[src/rtl/uirq_pkg.sv]
package uirq_pkg;
  // register offsets (bytes)
  localparam int unsigned OFS_FIFO  = 0;
  localparam int unsigned OFS_LEVEL = 4;
  localparam int unsigned OFS_STAT  = 8;
  localparam int unsigned OFS_CTRL  = 12;
  localparam int unsigned OFS_RATE  = 16;

  // status bit positions
  localparam int unsigned SB_TX     = 0;
  localparam int unsigned SB_RXTRIG = 1;
  localparam int unsigned SB_RXTMO  = 2;
  localparam int unsigned SB_FE     = 3;
  localparam int unsigned SB_BRK    = 4;
  localparam int unsigned SB_OE     = 5;
  localparam int unsigned SB_TXSET  = 6;

  // control enable positions
  localparam int unsigned CB_TXEN  = 5;
  localparam int unsigned CB_RXEN  = 6;
  localparam int unsigned CB_ERREN = 7;
  localparam int unsigned CTRL_W   = 22;

  // latched source order inside the latch bank
  localparam int unsigned LI_TX  = 0;
  localparam int unsigned LI_FE  = 1;
  localparam int unsigned LI_BRK = 2;
  localparam int unsigned LI_OE  = 3;
  localparam int unsigned LATCH_N = 4;
endpackage

[src/rtl/uirq_cfg_regs.sv]
module uirq_cfg_regs #(
  parameter int unsigned CW        = 22,
  parameter int unsigned RW        = 8,
  parameter logic [RW-1:0] RATE_RST = '1
) (
  input  logic          clk,
  input  logic          rst_n,
  input  logic          ctrl_we,
  input  logic          rate_we,
  input  logic [CW-1:0] ctrl_wd,
  input  logic [RW-1:0] rate_wd,
  output logic [CW-1:0] ctrl_q,
  output logic [RW-1:0] rate_q
);
  logic [CW-1:0] ctrl_d;
  logic [RW-1:0] rate_d;

  always_comb begin
    ctrl_d = ctrl_q;
    rate_d = rate_q;
    if (ctrl_we) ctrl_d = ctrl_wd;
    if (rate_we) rate_d = rate_wd;
  end

  always_ff @(posedge clk or negedge rst_n) begin
    if (!rst_n) begin
      ctrl_q <= '0;
      rate_q <= RATE_RST;
    end else begin
      ctrl_q <= ctrl_d;
      rate_q <= rate_d;
    end
  end

  a_r2_ctrl_hold: assert property (@(posedge clk) disable iff (!rst_n)
    !ctrl_we |=> $stable(ctrl_q));
  a_r3_rate_load: assert property (@(posedge clk) disable iff (!rst_n)
    rate_we |=> rate_q == $past(rate_wd));
endmodule

[src/rtl/uirq_latch_bank.sv]
module uirq_latch_bank #(
  parameter int unsigned N = 4
) (
  input  logic         clk,
  input  logic         rst_n,
  input  logic [N-1:0] set_i,
  input  logic [N-1:0] clr_i,
  output logic [N-1:0] lat_q
);
  logic [N-1:0] lat_d;

  for (genvar i = 0; i < N; i++) begin : g_bit
    // a new event outranks a clear in the same cycle
    always_comb begin
      lat_d[i] = lat_q[i];
      if (clr_i[i]) lat_d[i] = 1'b0;
      if (set_i[i]) lat_d[i] = 1'b1;
    end

    always_ff @(posedge clk or negedge rst_n) begin
      if (!rst_n) lat_q[i] <= 1'b0;
      else        lat_q[i] <= lat_d[i];
    end

    a_r6_set_wins: assert property (@(posedge clk) disable iff (!rst_n)
      set_i[i] |=> lat_q[i]);
    a_r4_sticky: assert property (@(posedge clk) disable iff (!rst_n)
      (lat_q[i] && !clr_i[i]) |=> lat_q[i]);
    a_r5_clear: assert property (@(posedge clk) disable iff (!rst_n)
      (clr_i[i] && !set_i[i]) |=> !lat_q[i]);
  end
endmodule

[src/rtl/uirq_gate.sv]
module uirq_gate
  import uirq_pkg::*;
(
  input  logic               clk,
  input  logic               rst_n,
  input  logic [LATCH_N-1:0] lat,
  input  logic               rx_trig,
  input  logic               rx_tmo,
  input  logic               en_tx,
  input  logic               en_rx,
  input  logic               en_err,
  output logic               irq
);
  logic tx_hit, rx_hit, err_hit;

  always_comb begin
    tx_hit  = en_tx  & lat[LI_TX];
    rx_hit  = en_rx  & (rx_trig | rx_tmo);
    err_hit = en_err & (lat[LI_FE] | lat[LI_BRK] | lat[LI_OE]);
    irq     = tx_hit | rx_hit | err_hit;
  end

  a_r9_err_raises: assert property (@(posedge clk) disable iff (!rst_n)
    (en_err && lat[LI_BRK]) |-> irq);
  a_r9_quiet: assert property (@(posedge clk) disable iff (!rst_n)
    (!en_tx && !en_rx && !en_err) |-> !irq);
endmodule

[src/rtl/uart_irq_bank.sv]
module uart_irq_bank
  import uirq_pkg::*;
#(
  parameter int unsigned ADDR_W = 5,
  parameter int unsigned DATA_W = 32,
  parameter int unsigned RATE_W = 8,
  parameter int unsigned LVL_W  = 8
) (
  input  logic              clk,
  input  logic              rst_n,
  input  logic              bus_wr,
  input  logic [ADDR_W-1:0] bus_addr,
  input  logic [DATA_W-1:0] bus_wdata,
  output logic [DATA_W-1:0] bus_rdata,
  input  logic              ev_tx_low,
  input  logic              ev_frame,
  input  logic              ev_break,
  input  logic              ev_overrun,
  input  logic              rx_trig_live,
  input  logic              rx_tmo_live,
  input  logic [LVL_W-1:0]  tx_level,
  input  logic [LVL_W-1:0]  rx_level,
  output logic [CTRL_W-1:0] ctrl_word,
  output logic [RATE_W-1:0] rate_div,
  output logic              irq
);
  logic [1:0]         rst_sync;
  logic               rst_int_n;
  logic               ctrl_we, rate_we, stat_we;
  logic [LATCH_N-1:0] lat_set, lat_clr, lat_q;
  logic               unused_wdata_hi;

  // asynchronous assert, synchronous release
  always_ff @(posedge clk or negedge rst_n) begin
    if (!rst_n) rst_sync <= 2'b00;
    else        rst_sync <= {rst_sync[0], 1'b1};
  end
  assign rst_int_n = rst_sync[1];

  always_comb begin
    ctrl_we = bus_wr && (bus_addr == ADDR_W'(OFS_CTRL));
    rate_we = bus_wr && (bus_addr == ADDR_W'(OFS_RATE));
    stat_we = bus_wr && (bus_addr == ADDR_W'(OFS_STAT));
  end

  always_comb begin
    lat_set         = '0;
    lat_set[LI_TX]  = ev_tx_low | (stat_we & bus_wdata[SB_TXSET]);
    lat_set[LI_FE]  = ev_frame;
    lat_set[LI_BRK] = ev_break;
    lat_set[LI_OE]  = ev_overrun;
    lat_clr         = '0;
    if (stat_we) begin
      lat_clr[LI_TX]  = bus_wdata[SB_TX];
      lat_clr[LI_FE]  = bus_wdata[SB_FE];
      lat_clr[LI_BRK] = bus_wdata[SB_BRK];
      lat_clr[LI_OE]  = bus_wdata[SB_OE];
    end
  end

  assign unused_wdata_hi = ^bus_wdata[DATA_W-1:CTRL_W];

  uirq_cfg_regs #(
    .CW(CTRL_W), .RW(RATE_W), .RATE_RST({RATE_W{1'b1}})
  ) i_cfg (
    .clk     (clk),
    .rst_n   (rst_int_n),
    .ctrl_we (ctrl_we),
    .rate_we (rate_we),
    .ctrl_wd (bus_wdata[CTRL_W-1:0]),
    .rate_wd (bus_wdata[RATE_W-1:0]),
    .ctrl_q  (ctrl_word),
    .rate_q  (rate_div)
  );

  uirq_latch_bank #(.N(LATCH_N)) i_lat (
    .clk   (clk),
    .rst_n (rst_int_n),
    .set_i (lat_set),
    .clr_i (lat_clr),
    .lat_q (lat_q)
  );

  uirq_gate i_gate (
    .clk     (clk),
    .rst_n   (rst_int_n),
    .lat     (lat_q),
    .rx_trig (rx_trig_live),
    .rx_tmo  (rx_tmo_live),
    .en_tx   (ctrl_word[CB_TXEN]),
    .en_rx   (ctrl_word[CB_RXEN]),
    .en_err  (ctrl_word[CB_ERREN]),
    .irq     (irq)
  );

  always_comb begin
    bus_rdata = '0;
    case (bus_addr)
      ADDR_W'(OFS_LEVEL): begin
        bus_rdata[LVL_W-1:0]       = rx_level;
        bus_rdata[2*LVL_W-1:LVL_W] = tx_level;
      end
      ADDR_W'(OFS_STAT): begin
        bus_rdata[SB_TX]     = lat_q[LI_TX];
        bus_rdata[SB_RXTRIG] = rx_trig_live;
        bus_rdata[SB_RXTMO]  = rx_tmo_live;
        bus_rdata[SB_FE]     = lat_q[LI_FE];
        bus_rdata[SB_BRK]    = lat_q[LI_BRK];
        bus_rdata[SB_OE]     = lat_q[LI_OE];
      end
      ADDR_W'(OFS_CTRL): bus_rdata[CTRL_W-1:0] = ctrl_word;
      ADDR_W'(OFS_RATE): bus_rdata[RATE_W-1:0] = rate_div;
      default:           bus_rdata = '0;
    endcase
  end

  a_r11_fifo_wr_inert: assert property (@(posedge clk) disable iff (!rst_int_n)
    (bus_wr && bus_addr == ADDR_W'(OFS_FIFO)) |=> ($stable(ctrl_word) && $stable(rate_div)));
  a_r8_txset: assert property (@(posedge clk) disable iff (!rst_int_n)
    (stat_we && bus_wdata[SB_TXSET]) |=> lat_q[LI_TX]);
endmodule

[config.mk]
export PLATFORM = sky130hd
export DESIGN_NAME = uart_irq_bank
export DESIGN_NICKNAME = d
export VERILOG_FILES = /design/src/rtl/uirq_pkg.sv /design/src/rtl/uirq_cfg_regs.sv /design/src/rtl/uirq_latch_bank.sv /design/src/rtl/uirq_gate.sv /design/src/rtl/uart_irq_bank.sv
export SDC_FILE = /design/constraint.sdc
export NUM_CORES = 1
export LEC_CHECK = 0
export BUFFER_PORTS_ARGS = -buffer_cell sky130_fd_sc_hd__clkbuf_2
export CORE_UTILIZATION = 48
export CTS_BUF_LIST = sky130_fd_sc_hd__clkbuf_4
export DETAILED_ROUTE_END_ITERATION = 10
export GPL_TIMING_DRIVEN = 1
export PLACE_DENSITY = 0.94
export SYNTH_ARGS = -nofsm -noshare
export SYNTH_HDL_FRONTEND = slang
export SYNTH_SLANG_ARGS = --single-unit
[constraint.sdc]
create_clock -name clk -period 4.05 [get_ports clk]
set_input_delay 0.81 -clock clk [delete_from_list [all_inputs] [get_ports clk]]
set_output_delay 0.81 -clock clk [all_outputs]
set_load 0.05 [all_outputs]
==> summary.txt, run 1 <==
Multi-input gate area: 988 sq um
run status: complete, no violations
RSZ-0062 raised after global routing: false
RR Startpoint: rst_sync[1]
ANT cells: 0
worst setup slack after layout: 0.808 ns
CTS tree: built
Port Buffers: 104
Layout Nets: 325
FMAX: 308 MHz
Tot GR Track Use: 0.217
DP Cell Count: 306
Worst Setup End Kind: primary output
pre-CTS setup slack: 0.815 ns
Reg clk slew, reported paths: 0.11 ns
most common flop cell mapped by yosys: dfrtp_1
asr flop ratio synth: 1.00
Reg2Reg Depth: 1
setup bufs post-CTS: 0
post-route setup TNS: 0 ns
hold buffer count at CTS: 0
Setup violations, final: 0
core footprint: 4030 sq um
Max-Cap Viols: 0
first-pass GRT wire length: 7.09 mm
Critical Path Start Type: input port
slowest cell delay on critical path: 0.84 ns
Crit path top cell by count: clkbuf_2
DR WL/cell: 15.2 um
antenna violations before repair: 0
Post-synth EDFFs: 0
worst r2r dst: i_cfg.rate_q[4]
antenna-violating nets left: 0
Starting Density: 0.505
crit-path cells: clkbuf_2, or4b_1, nor2_1, a221o_1, clkbuf_2
kind of critical path: input port to primary output
Fillers: 343
via/cell ratio: 5.10
Area Overhead vs Synth: 25.8%
post-detail-place hpwl: 3.62 mm
Worst EP arrival: 2.43 ns
synthesized flop and latch total: 36
vias in the first global route: 1484
Worst Clk Skew: 0.0115 ns
synthesized area per cell: 12.7 sq um
Worst-Margin Slew: 0.576 ns
Synth Instances: 160
HP Class: flip-flop to asynchronous set/reset pin
CTS H-tree lvls: 2
Crit path required time: 3.24 ns
clk_lat worst skew: 0.33 ns
Worst Setup SP: bus_addr[4]
Die W: 67.1 um
FF+latch area: 911 sq um
r2r setup slk: 3.09 ns
non-filler cells, final: 314
total grt overflow: 0
Max-slew headroom: 0.616
register area share after synthesis: 0.448
share of cells above drive strength 1: 0.587
Initial DRT Pass Iterations: 4
Iter 0 DRT Violations: 54
post-route minimum period: 3.24 ns
Die Area: 4500 sq um
Tcrit/Tclk final: 0.800
max-slew violations: 0
row cnt: 23
routability cong.: 0.727
Resize count post-CTS: 0
synthesized area: 2030 sq um
number of remaining DRC errors: 0
Crit Path Max Fanout: 15
Via Count: 1600
number of synthesis warnings: 0
Fin. Hold Viols: 0
Sink Count: 36
CTS Buf Count: 5
clock tree buffer depth: 2
Synth cell types: 37
# IOs: 125
drt total wl: 4.78 mm
Die Y: 67.1 um
Pwr per Cell Area: 450 nW/um^2
largest net degree at the start of global routing: 23
Peak VDD IR: 0.000250 V
slowest CP cell: or4b_1
clock root buffer: clkbuf_4
LEAKAGE: 1.34 nW
[final cells by class]
class                      count  share of cell area
tap                           50              0.0245
clock inverter                 2             0.00294
sequential                    36               0.356
multi-input combinational    113               0.386
clock buffer                   6              0.0176
timing repair buffer         107               0.212
[metrics by stage]
step / power (mW) / hold slack [ns] / utilization / instance area (sq um)
6_report: 1.15 / 0.211 / 0.635 / 2560
5_1_grt: 1.21 / 0.232 / 0.635 / 2560
4_1_cts: 1.16 / 0.222 / 0.635 / 2560
3_5_place_dp: 0.976 / 0.231 / 0.622 / 2500
3_3_place_gp: 0.963 / 0.214 / 0.622 / 2500
2_1_floorplan: 0.872 / 0.331 / - / 2070
[state kept, by name, summed over array words and instances, names as in the netlist]
register,flops
i_cfg.ctrl_q,22
rst_sync,2
i_cfg.rate_q,8
i_lat.lat_q,4
[cells by family (layout without fill, tap and decap cells)]
logic type | Yosys count | count (layout) | share of synthesized area
flip-flops | 36 | 36 | 0.448
buffers and inverters | 20 | 115 | 0.0825
other | 2 | 11 | 0.00369
multiplexers | 46 | 46 | 0.282
AND/OR/NAND/NOR | 41 | 41 | 0.123
AO/OA/AOI/OAI | 15 | 15 | 0.0609
[cells in the mapped netlist, types with 2 or more instances]
| library cell | instances | area [sq um] |
|---|---|---|
| nor3b_1 | 2 | 15.0 |
| and2_1 | 6 | 37.5 |
| nand3b_1 | 2 | 15.0 |
| a221o_1 | 5 | 50.1 |
| nand2_1 | 2 | 7.51 |
| nor2_1 | 14 | 52.6 |
| buf_2 | 2 | 10.0 |
| buf_12 | 2 | 40.0 |
| o2bb2ai_1 | 2 | 17.5 |
| a21o_1 | 3 | 22.5 |
| mux2_1 | 2 | 22.5 |
| nand3_1 | 5 | 25.0 |
| dfrtp_1 | 28 | 701 |
| dfstp_2 | 8 | 210 |
| mux2_2 | 8 | 90.1 |
| mux2i_1 | 16 | 160 |
| conb_1 | 2 | 7.51 |
| mux2_4 | 20 | 300 |
| buf_4 | 13 | 97.6 |
[layout by cell type (no fill, tap or decap), drive strengths merged, types with 3 or more instances in the layout]
cell    instances
clkbuf        110
mux2           30
dfrtp          28
mux2i          16
nor2           14
conb           11
dfstp           8
and2            7
nand3           6
a221o           5
a21o            3
buf             3
nor3b           3
[power breakdown]
part,internal (mW),switching [mW]
combinational,0.145,0.339
sequential,0.431,0.0525
clock,0.0710,0.111
[critical path: cells and delay by family]
family / cells / cell delay [ns]
buffers and inverters: 2 / 0.42
AOI/OAI and AO/OA: 1 / 0.14
and+or+nand+nor: 2 / 1.05
[how the worst max path moves through the flow]
| stage | endpoint | slack (ns) | cells after the start |
|---|---|---|---|
| floorplan | bus_rdata[6] | 0.87 | 4 |
| detailed placement | bus_rdata[5] | 0.81 | 5 |
| CTS | bus_rdata[5] | 0.81 | 5 |
| global placement | bus_rdata[0] | 0.84 | 5 |
| finish | bus_rdata[5] | 0.81 | 5 |
| global route | bus_rdata[2] | 0.72 | 5 |
[routing by layer]
metal  share of wire  global-route usage  vias to the layer above
li1                -                   -                      757
met1            0.44               0.266                      765
met2            0.50               0.379                       73
met3           0.057              0.0445                        5
met4          0.0075              0.0638                        0
met5               0                   0                        -
(Power assumes the default switching activity.)
==> run 2: changes to the inputs <==
CORE_UTILIZATION = 44   (was 48)
PLACE_DENSITY = 0.88   (was 0.94)
clock period = 3.13 ns   (was 4.05 ns; I/O delays follow)
==> summary.txt, run 2 (same netlist as run 1, synthesis figures left out) <==
Reg clk slew, reported paths: 0.10 ns (was 0.11 ns)
Layout Nets: 326 (was 325)
drt total wl: 4.87 mm (was 4.78 mm)
CTS Buf Count: 5 (unchanged)
Worst Setup End Kind: primary output (unchanged)
Tot Pwr: 1.52 mW (was 1.15 mW)
Crit Path Max Fanout: 15 (unchanged)
Max-slew headroom: 0.232 (was 0.616)
max reg flops: 22 (unchanged)
row cnt: 24 (was 23)
CTS tree: built (unchanged)
DR WL/cell: 15.4 um (was 15.2 um)
Die Y: 70.0 um (was 67.1 um)
ANT cells: 0 (unchanged)
Die W: 70.0 um (was 67.1 um)
commonest non-fill, non-tap cell in the layout: clkbuf_2 (unchanged)
clk_lat worst skew: 0.33 ns (about the same)
antenna violations before repair: 0 (unchanged)
# IOs: 125 (unchanged)
hold_ws: 0.0545 ns (was 0.211 ns)
Starting Density: 0.464 (was 0.505)
post-detail-place hpwl: 3.71 mm (was 3.62 mm)
Worst EP arrival: 2.25 ns (was 2.43 ns)
Reg2Reg Depth: 1 (unchanged)
core footprint: 4380 sq um (was 4030 sq um)
Sink Count: 36 (unchanged)
CTS H-tree lvls: 2 (unchanged)
Reg with most FFs: i_cfg.ctrl_q (unchanged)
Max-Cap Viols: 0 (unchanged)
Iter 0 DRT Violations: 35 (was 54)
FF+latch area: 911 sq um (unchanged)
clock tree buffer depth: 2 (unchanged)
Die Area: 4900 sq um (was 4500 sq um)
post-route setup TNS: 0 ns (unchanged)
Fin. Hold Viols: 0 (unchanged)
Port Buffers: 104 (unchanged)
total grt overflow: 0 (unchanged)
Crit path required time: 2.50 ns (was 3.24 ns)
max-slew violations: 0 (unchanged)
DP Cell Count: 309 (was 306)
HP Class: input port to asynchronous set/reset pin (was flip-flop to asynchronous set/reset pin)
Largest regs: i_cfg.ctrl_q (22), i_cfg.rate_q (8), i_lat.lat_q (4) (unchanged)
Critical Path Start Type: input port (unchanged)
via/cell ratio: 5.08 (was 5.10)
kind of critical path: input port to primary output (unchanged)
Worst-Margin Slew: 1.15 ns (was 0.576 ns)
setup bufs post-CTS: 0 (unchanged)
antenna-violating nets left: 0 (unchanged)
largest net degree at the start of global routing: 28 (was 23)
hold buffer count at CTS: 0 (unchanged)
Fillers: 367 (was 343)
Pwr per Cell Area: 576 nW/um^2 (was 450 nW/um^2)
number of remaining DRC errors: 0 (unchanged)
most frequent cells in the layout: clkbuf_2, dfrtp_1, mux2_4 (unchanged)
Via Count: 1609 (was 1600)
vias in the first global route: 1517 (was 1484)
Resize count post-CTS: 0 (unchanged)
LEAKAGE: 1.37 nW (was 1.34 nW)
run status: complete, no violations (unchanged)
first-pass GRT wire length: 7.41 mm (was 7.09 mm)
Area Overhead vs Synth: 29.5% (was 25.8%)
RSZ-0062 raised after global routing: false (unchanged)
FMAX: 348 MHz
Tot GR Track Use: 0.198 (was 0.217)
routability cong.: 0.793 (was 0.727)
Worst Clk Skew: 0.00288 ns (was 0.0115 ns)
non-filler cells, final: 317 (was 314)
Initial DRT Pass Iterations: 2 (was 4)
clock root buffer: clkbuf_4 (unchanged)
share of cells above drive strength 1: 0.596 (was 0.587)
Multi-input gate area: 988 sq um (unchanged)
Tcrit/Tclk final: 0.918
Setup violations, final: 0 (unchanged)
Peak VDD IR: 0.000278 V (was 0.000250 V)
post-route minimum period: 2.87 ns
## run 2: final timing paths
kind                              from              end  slack [ns]
min in group clk           rst_sync[0]      rst_sync[1]        0.37
max reg2reg                rst_sync[1]  i_cfg.ctrl_q[8]        1.91
min                              rst_n      rst_sync[0]        0.05
max                        bus_addr[4]     bus_rdata[7]        0.26
max in group asynchronous  rst_sync[1]  i_cfg.ctrl_q[8]        1.91
min reg2reg                rst_sync[0]      rst_sync[1]        0.37
## run 2: stage by stage
step	cell area, sq um	setup slack (ns)	util
floorplan	2070	0.323	-
global placement	2570	0.236	0.587
detailed placement	2570	0.238	0.587
CTS	2630	0.237	0.600
global route	2630	0.160	0.600
finish	2630	0.256	0.600
## run 2: cell type report
cell class | instances | share of cell area
clock buffers | 7 | 0.0200
clock inverters | 1 | 0.00190
repair buffers | 108 | 0.232
multi-input cells | 113 | 0.375
well taps | 52 | 0.0247
flip-flops and latches | 36 | 0.346
## run 2: per-layer routing
layer,up-vias,track usage,share of wire
met3,5,0.0606,0.068
met5,-,0,0
met2,79,0.330,0.48
li1,758,-,-
met4,0,0.0400,0.0076
met1,767,0.255,0.45
## run 2: critical path, cell delays in order
cell,delay (ns)
clkbuf_2,0.16
or4b_1,0.86
o2bb2ai_1,0.28
clkbuf_2,0.31
## run 2: report_power, final
group          switching, mW  total, mW  internal [mW]  leakage [nW]
Sequential            0.0709      0.628          0.557         0.423
Clock                  0.150      0.255          0.105        0.0361
Combinational          0.439      0.634          0.195         0.906
==> run 3: changes to the inputs <==
CORE_MARGIN = 2   (was default)
==> summary.txt, run 3 (same netlist as run 1, synthesis figures left out) <==
run status: complete, no violations (unchanged)
Max-slew headroom: 0.580 (was 0.232)
Die W: 72.0 um (was 70.0 um)
number of remaining DRC errors: 0 (unchanged)
setup bufs post-CTS: 0 (unchanged)
Layout Nets: 327 (was 326)
pre-CTS setup slack: 0.226 ns (was 0.238 ns)
Clk network pwr share: 0.164 (was 0.168)
antenna-violating nets left: 0 (unchanged)
Worst Clk Skew: 0.00939 ns (was 0.00288 ns)
switching share of power: 0.431 (was 0.435)
Reg with most FFs: i_cfg.ctrl_q (unchanged)
internal power: 0.856 mW (was 0.857 mW)
CTS H-tree lvls: 2 (unchanged)
Worst Setup SP: bus_addr[4] (unchanged)
Die Y: 72.0 um (was 70.0 um)
total grt overflow: 0 (unchanged)
Peak VDD IR: 0.000269 V (was 0.000278 V)
RR Startpoint: rst_sync[1] (unchanged)
Resize count post-CTS: 0 (unchanged)
worst setup slack after layout: 0.241 ns (was 0.256 ns)
Crit path required time: 2.50 ns (about the same)
Tot GR Track Use: 0.190 (was 0.198)
# IOs: 125 (unchanged)
Port Buffers: 104 (unchanged)
antenna violations before repair: 0 (unchanged)
P_sw: 0.649 mW (was 0.660 mW)
Initial DRT Pass Iterations: 4 (was 2)
non-filler cells, final: 318 (was 317)
DP Cell Count: 310 (was 309)
vias in the first global route: 1620 (was 1517)
Placed Area: 2580 sq um (was 2570 sq um)
Worst Setup End Kind: primary output (unchanged)
Setup violations, final: 0 (unchanged)
row cnt: 24 (unchanged)
Area Overhead vs Synth: 29.8% (was 29.5%)
Largest regs: i_cfg.ctrl_q (22), i_cfg.rate_q (8), i_lat.lat_q (4) (unchanged)
Fin. Hold Viols: 0 (unchanged)
ANT cells: 0 (unchanged)
hold_ws: 0.0505 ns (was 0.0545 ns)
CTS tree: built (unchanged)
Crit Path Max Fanout: 15 (unchanged)
Worst EP arrival: 2.26 ns (was 2.25 ns)
max-slew violations: 0 (unchanged)
most frequent cells in the layout: clkbuf_2, dfrtp_1, mux2_4 (unchanged)
Tot Pwr: 1.50 mW (was 1.52 mW)
kind of critical path: input port to primary output (unchanged)
share of cells above drive strength 1: 0.594 (was 0.596)
clock tree buffer depth: 2 (unchanged)
post-route cell area: 2640 sq um (was 2630 sq um)
routability cong.: 0.786 (was 0.793)
HP Class: input port to asynchronous set/reset pin (unchanged)
Critical Path Start Type: input port (unchanged)
DR WL/cell: 14.8 um (was 15.4 um)
LEAKAGE: 1.37 nW (about the same)
RSZ-0062 raised after global routing: false (unchanged)
hold buffer count at CTS: 0 (unchanged)
Sink Count: 36 (unchanged)
Max-Cap Viols: 0 (unchanged)
first-pass GRT wire length: 7.48 mm (was 7.41 mm)
Die Area: 5180 sq um (was 4900 sq um)
via/cell ratio: 5.05 (was 5.08)
CTS Buf Count: 5 (unchanged)
Tcrit/Tclk final: 0.923 (was 0.918)
Gate power share: 0.420 (was 0.418)
clk_lat worst skew: 0.33 ns (about the same)
commonest non-fill, non-tap cell in the layout: clkbuf_2 (unchanged)
post-route setup TNS: 0 ns (unchanged)
post-route minimum period: 2.89 ns (was 2.87 ns)
post-detail-place hpwl: 3.77 mm (was 3.71 mm)
sequential share of power: 0.416 (was 0.414)
max reg flops: 22 (unchanged)
Via Count: 1606 (was 1609)
drt total wl: 4.72 mm (was 4.87 mm)
Iter 0 DRT Violations: 55 (was 35)
FMAX: 346 MHz (was 348 MHz)
Worst-Margin Slew: 0.630 ns (was 1.15 ns)
Reg clk slew, reported paths: 0.10 ns (about the same)
core footprint: 4410 sq um (was 4380 sq um)
largest net degree at the start of global routing: 23 (was 28)
Starting Density: 0.461 (was 0.464)
clock root buffer: clkbuf_4 (unchanged)
Pwr per Cell Area: 570 nW/um^2 (was 576 nW/um^2)
Core Util, Final: 0.598 (was 0.600)
-- run 3: cell types whose count changed in the layout (fill, tap and decap cells not counted) --
cell,previous run,this run
clkinv_2,1,0
clkinv_1,0,1
buf_4,4,5
-- run 3: metal layers --
metal  part of all wire  track usage  routed length, um  vias to the layer above
met4              0.015       0.0734                 72                        0
met2               0.49        0.326               2310                       77
met1               0.42        0.238               2000                      762
met5                  0            0                  0                        -
li1                   -            -                  -                      759
met3              0.069       0.0375                327                        8
-- run 3: path summary, 6_finish.rpt --
path / endpoint / slack (ns) / depth (start not counted)
setup / recovery: bus_rdata[5] / 0.24 / 5
hold / removal: rst_sync[0] / 0.05 / 1
setup reg to reg: i_cfg.rate_q[3] / 2.11 / 1
hold reg to reg: i_cfg.ctrl_q[17] / 0.27 / 0
max in group asynchronous: i_cfg.rate_q[3] / 2.11 / 1
min in group clk: rst_sync[1] / 0.36 / 0
-- run 3: power by group through the flow --
stage	sequential [mW]	combinational [mW]	clock, mW
global placement	0.629	0.629	0
detailed placement	0.635	0.637	0
finish	0.626	0.633	0.246
global route	0.640	0.661	0.280
floorplan	0.869	0.259	0
CTS	0.626	0.638	0.259
-- run 3: critical path, stage by stage --
cell,delay [ns]
clkbuf_2,0.15
or4b_1,0.84
nor2_1,0.22
a221o_1,0.15
clkbuf_2,0.28
-- run 3: final cells by class --
type / count / area [sq um]
Timing Repair Buffer: 109 / 618
Sequential cell: 36 / 911
Multi-Input combinational cell: 113 / 988
Clock buffer: 7 / 52.6
Fill cell: 381 / 1780
Tap cell: 52 / 65.1
Clock inverter: 1 / 3.75
